`src/rtl/vsw_pkg.sv`:
```
package vsw_pkg;

    localparam int LANES      = 4;
    localparam int LANE_ELEMS = 4;
    localparam int NUM_ELEMS  = LANES * LANE_ELEMS;
    localparam int SEL_W      = $clog2(LANE_ELEMS);
    localparam int IMM_W      = SEL_W * LANE_ELEMS;

    typedef enum logic [1:0] {
        OP_SWZ     = 2'd0,
        OP_BCAST   = 2'd1,
        OP_SHUF_IN = 2'd2,
        OP_SHUF_X  = 2'd3
    } vsw_op_e;

    typedef enum logic [1:0] {
        BC_FULL = 2'd0,
        BC_ONE  = 2'd1,
        BC_FOUR = 2'd2,
        BC_RSVD = 2'd3
    } vsw_bcast_e;

    // Select word that leaves every position in place, and one that
    // routes position 0 everywhere.
    localparam logic [IMM_W-1:0] SEL_IDENT = 8'hE4;
    localparam logic [IMM_W-1:0] SEL_ZERO  = 8'h00;

    // Fixed swizzle code to in-lane select word (2 bits per destination,
    // destination a in the low field).
    function automatic logic [IMM_W-1:0] swz_sel(input logic [2:0] code);
        logic [IMM_W-1:0] s;
        case (code)
            3'd0:    s = 8'hE4;  // dcba
            3'd1:    s = 8'hB1;  // cdab
            3'd2:    s = 8'h4E;  // badc
            3'd3:    s = 8'hC9;  // dacb
            3'd4:    s = 8'h00;  // aaaa
            3'd5:    s = 8'h55;  // bbbb
            3'd6:    s = 8'hAA;  // cccc
            default: s = 8'hFF;  // dddd
        endcase
        return s;
    endfunction

endpackage

```
`src/rtl/vsw_lane_perm.sv`:
```
module vsw_lane_perm
    import vsw_pkg::*;
#(
    parameter int ELEM_W = 32
) (
    input  logic [LANE_ELEMS*ELEM_W-1:0] lane_in,
    input  logic [IMM_W-1:0]             sel,
    output logic [LANE_ELEMS*ELEM_W-1:0] lane_out
);

    for (genvar k = 0; k < LANE_ELEMS; k++) begin : g_dst
        logic [SEL_W-1:0] idx;
        assign idx = sel[k*SEL_W +: SEL_W];
        assign lane_out[k*ELEM_W +: ELEM_W] = lane_in[idx*ELEM_W +: ELEM_W];
    end

endmodule

```
`src/rtl/vsw_lane_xbar.sv`:
```
module vsw_lane_xbar
    import vsw_pkg::*;
#(
    parameter int ELEM_W = 32
) (
    input  logic [NUM_ELEMS*ELEM_W-1:0] vec_in,
    input  logic [IMM_W-1:0]            sel,
    output logic [NUM_ELEMS*ELEM_W-1:0] vec_out
);

    localparam int LANE_W = LANE_ELEMS * ELEM_W;

    for (genvar k = 0; k < LANES; k++) begin : g_lane
        logic [SEL_W-1:0] idx;
        assign idx = sel[k*SEL_W +: SEL_W];
        assign vec_out[k*LANE_W +: LANE_W] = vec_in[idx*LANE_W +: LANE_W];
    end

endmodule

```
`src/rtl/vsw_ctrl.sv`:
```
module vsw_ctrl
    import vsw_pkg::*;
(
    input  logic [1:0]       op,
    input  logic             mem_src,
    input  logic [2:0]       pat,
    input  logic [IMM_W-1:0] imm,
    output logic [IMM_W-1:0] intra_sel,
    output logic [IMM_W-1:0] inter_sel,
    output logic             illegal
);

    always_comb begin
        intra_sel = SEL_IDENT;
        inter_sel = SEL_IDENT;
        illegal   = 1'b0;
        case (vsw_op_e'(op))
            OP_SWZ:     intra_sel = swz_sel(pat);
            OP_SHUF_IN: intra_sel = imm;
            OP_SHUF_X:  inter_sel = imm;
            default: begin
                if (!mem_src) begin
                    illegal = 1'b1;
                end else begin
                    case (vsw_bcast_e'(pat[1:0]))
                        BC_ONE: begin
                            intra_sel = SEL_ZERO;
                            inter_sel = SEL_ZERO;
                        end
                        BC_FOUR: inter_sel = SEL_ZERO;
                        default: ;
                    endcase
                end
            end
        endcase
    end

endmodule

```
`src/rtl/vec_operand_shaper.sv`:
```
module vec_operand_shaper
    import vsw_pkg::*;
#(
    parameter int ELEM_W = 32
) (
    input  logic                        clk,
    input  logic                        rst_n,
    input  logic                        req_valid,
    input  logic [1:0]                  req_op,
    input  logic                        req_mem,
    input  logic [2:0]                  req_pat,
    input  logic [IMM_W-1:0]            req_imm,
    input  logic [NUM_ELEMS*ELEM_W-1:0] req_vec,
    output logic                        res_valid,
    output logic                        res_err,
    output logic [NUM_ELEMS*ELEM_W-1:0] res_vec
);

    localparam int VEC_W  = NUM_ELEMS * ELEM_W;
    localparam int LANE_W = LANE_ELEMS * ELEM_W;

    typedef struct packed {
        logic             valid;
        logic             err;
        logic [VEC_W-1:0] data;
    } state_t;

    state_t state_d, state_q;

    logic [IMM_W-1:0] intra_sel, inter_sel;
    logic             illegal;
    logic [VEC_W-1:0] intra_vec, shaped_vec;

    vsw_ctrl u_ctrl (
        .op        (req_op),
        .mem_src   (req_mem),
        .pat       (req_pat),
        .imm       (req_imm),
        .intra_sel (intra_sel),
        .inter_sel (inter_sel),
        .illegal   (illegal)
    );

    for (genvar l = 0; l < LANES; l++) begin : g_lane
        vsw_lane_perm #(.ELEM_W(ELEM_W)) u_perm (
            .lane_in  (req_vec[l*LANE_W +: LANE_W]),
            .sel      (intra_sel),
            .lane_out (intra_vec[l*LANE_W +: LANE_W])
        );
    end

    vsw_lane_xbar #(.ELEM_W(ELEM_W)) u_xbar (
        .vec_in  (intra_vec),
        .sel     (inter_sel),
        .vec_out (shaped_vec)
    );

    always_comb begin
        state_d       = state_q;
        state_d.valid = req_valid;
        if (req_valid) begin
            state_d.err  = illegal;
            state_d.data = shaped_vec;
        end
    end

    always_ff @(posedge clk) begin
        if (!rst_n) begin
            state_q <= '0;
        end else begin
            state_q <= state_d;
        end
    end

    assign res_valid = state_q.valid;
    assign res_err   = state_q.err;
    assign res_vec   = state_q.data;

endmodule

```
`config.mk`:
```
export PLATFORM = sky130hd
export DESIGN_NAME = vec_operand_shaper
export DESIGN_NICKNAME = d
export VERILOG_FILES = /design/src/rtl/vsw_pkg.sv /design/src/rtl/vsw_lane_perm.sv /design/src/rtl/vsw_lane_xbar.sv /design/src/rtl/vsw_ctrl.sv /design/src/rtl/vec_operand_shaper.sv
export SDC_FILE = /design/constraint.sdc
export NUM_CORES = 2
export LEC_CHECK = 0
export BUFFER_PORTS_ARGS = -buffer_cell sky130_fd_sc_hd__buf_4
export CORE_MARGIN = 1
export CORE_UTILIZATION = 25
export DETAILED_ROUTE_END_ITERATION = 16
export PLACE_DENSITY_LB_ADDON = 0.2
export SYNTH_ARGS = -nofsm -noshare
export SYNTH_HDL_FRONTEND = slang
export SYNTH_HIERARCHICAL = 1
export SYNTH_SLANG_ARGS = --single-unit
```
`constraint.sdc`:
```
create_clock -name clk -period 3.1 [get_ports clk]
set_clock_uncertainty 0.05 [all_clocks]
set_input_delay 0.31 -clock clk [delete_from_list [all_inputs] [get_ports clk]]
set_output_delay 0.31 -clock clk [all_outputs]
set_load 0.1 [all_outputs]
```
==> metrics.txt <==
outcome complete, no violations; Cell Area, Placed 0.0567 mm²; post-synthesis cell type count 31; I/O pins about 1000; power per cell area 553 mW/mm²; Warnings, synthesis 6; CP endpoint kind register; Syn Inst Count between 2000 and 3000; Clock Tree Buf Depth 3; # placed instances 6318; Initial Util roughly a quarter; vias in the first global route 35887; clock-pin slew on the worst setup and hold paths around 0.06 ns; Final nets 4576; FFs w/ async S/R, synth 0%; Finished Layout Cells about 6500; worst skew pair latency roughly 0.69 ns; mapped cell area approximately 0.045 mm²; final core occ approximately a third; Post-synth EDFFs 0; Routed WL 218 mm; Root Buffer clkbuf_16; Hold Violations, Final 0; static leakage 0.0234 µW; Critical Path Fanout Max 8; first-pass GRT wire length 300 mm; Syn Nets approximately 3500; Setup TNS 0 ns; drt initial violations 3368; largest net degree at the start of global routing just under 100; CTS tree done; ys flop type dfxtp_1; total track usage 23.3%; max_slew headroom 50.1%; Post-DP HPWL 173 mm; Congestion Overflow GR 0; WP data required 3.63 ns; # Max-Cap Violations 0; sequential share of the synthesized area a little under a quarter; Worst EP arrival around 3.5 ns; die height 427 µm; initial antenna violation count 35; total die area 0.183 mm²; post-cts sizing count 0; HP Class in2reg; Slew @ Worst Pin approximately 0.75 ns; crit-path max cell delay approximately 0.56 ns; final setup fails 0; post-layout minimum cycle time a little under 3 ns; Initial DRT Pass Iterations 5; CTS Hold Buffers Added 1; Synth area leaders mux4_2, dfxtp_1, mux2i_1; post-synth top area share 49.4%; WL/cell between 30 and 40 µm; gp weighted congestion 0.906; Num CTS Buffers 76; Avg Inst Size Synth 15.3 µm²; Peak supply drop 410 µV; most used cell along the critical path buf_4; type of the worst setup path in2reg; Detail Route Antenna Nets 0; die extent in x 427 µm; Post-CTS Setup Inserts 0; P&R area growth vs syn 31.2%; Final period util ~95%; post-route DRC violation count 0; post-synth top area cell mux4_2; register bit count reported by yosys about 510; Startpoint Class input pin; critical path, cell by cell dlygate4sd3_1, buf_4, and3b_2, buf_4, a21oi_4, buf_4, buf_12, mux4_2, mux4_2, mux2i_1, nor2b_1; cell area after layout 0.0594 mm²; Crit-path slowest cell mux4_2; vias per cell 5.51; layout cells sized above 1 about three fifths; PortBufs 1042; RSZ-0062 raised after global routing false; Core Rows 155; H-tree depth 3; clk sink count 514; maximum clock frequency 0.338 GHz; core area 0.179 mm²; via count 35729; Slew Viols, Final 0
## layout make-up
| cell class | instances | area, µm² |
|---|---|---|
| Fill cell | 17729 | 120000 |
| Timing Repair Buffer | 1342 | 11400 |
| Clock inverter | 29 | 447 |
| Clock buffer | 106 | 2160 |
| Tap cell | 2355 | 2950 |
| Sequential cell | 514 | 10300 |
| Multi-Input combinational cell | 2102 | 32000 |
| Antenna cell | 28 | 70.1 |
| Inverter | 6 | 22.5 |
## final timing paths
| check | slack, ns | end | cells after the start | startpoint |
|---|---|---|---|---|
| worst min-delay path | 0.03 | res_vec[44] | 2 | rst_n |
| worst max-delay path | 0.14 | res_vec[180] | 11 | req_mem |
| worst min register to register | 0.47 | res_vec[510] | 2 | res_vec[510] |
| worst max register to register | 2.19 | res_vec[92] | 2 | res_vec[92] |
## cell usage in the layout (no fill, tap or decap), drive strengths merged
cell	instances
nand2	1
clkinv	12
nor2b	520
nor3	4
and3	4
nor4	2
diode	28
nand2b	4
clkinvlp	4
nor2	3
dfxtp	514
dlygate4sd3	1
a211oi	4
a21oi	5
ha	5
and3b	2
buf	1341
mux2	1
and2	1
mux2i	513
inv	9
a311o	1
mux4	1024
o21ai	3
bufinv	10
clkbuf	106
o22ai	2
or2	1
nor3b	1
a221oi	1
## per-layer routing
layer	global-route usage [%]	wire (µm)
met1	29.9	88000
met2	36.7	104000
met3	4.92	14900
met4	12.2	11800
met5	0	36
## flip-flops by register name, indices dropped and copies added, names as in the netlist
signal	flops
res_vec	512
res_valid	1
res_err	1
## metrics by stage
| stage | hold WS, ns | power (µW) | setup slack, ns |
|---|---|---|---|
| 2_1_floorplan | 0.503 | 19000 | -0.0352 |
| 3_3_place_gp | 0.451 | 23400 | -0.318 |
| 3_5_place_dp | 0.456 | 23500 | -0.359 |
| 4_1_cts | 0.0441 | 33200 | 0.204 |
| 5_1_grt | 0.0594 | 34000 | 0.0363 |
| 6_report | 0.0330 | 32800 | 0.143 |
## critical path, delay by kind of cell
kind                   cells  cell delay [ns]
multiplexers               3             1.25
buffers and inverters      5             1.33
AND/OR/NAND/NOR            2             0.27
AO/OA/AOI/OAI              1             0.30
## power by group
part	total (µW)	switching (µW)	internal [µW]
Combinational	15500	9710	5770
Sequential	7900	589	7320
Clock	9460	3770	5690
Total	32800	14100	18800
## synth_stat cells (all sizes together), types with 3 or more instances
cell type,n
a211oi,4
nor2,3
o21ai,3
a21oi,5
ha,5
nand2b,4
and3,4
nor2b,520
clkbuf,56
mux4,1024
nor3,4
mux2i,513
dfxtp,514
inv,6
buf,286
## kinds of logic (layout without fill, tap and decap cells)
logic type | after synthesis | in the layout | synth area share, %
mux | 1538 | 1538 | 62.6
other cells | 0 | 28 | 0
buf+inv | 348 | 1483 | 6.74
compound gates | 16 | 16 | 0.224
simple gates | 543 | 543 | 7.50
flops | 514 | 514 | 22.8
fa+ha+maj | 5 | 5 | 0.138
Note: power is estimated with default switching activity, not from simulation.
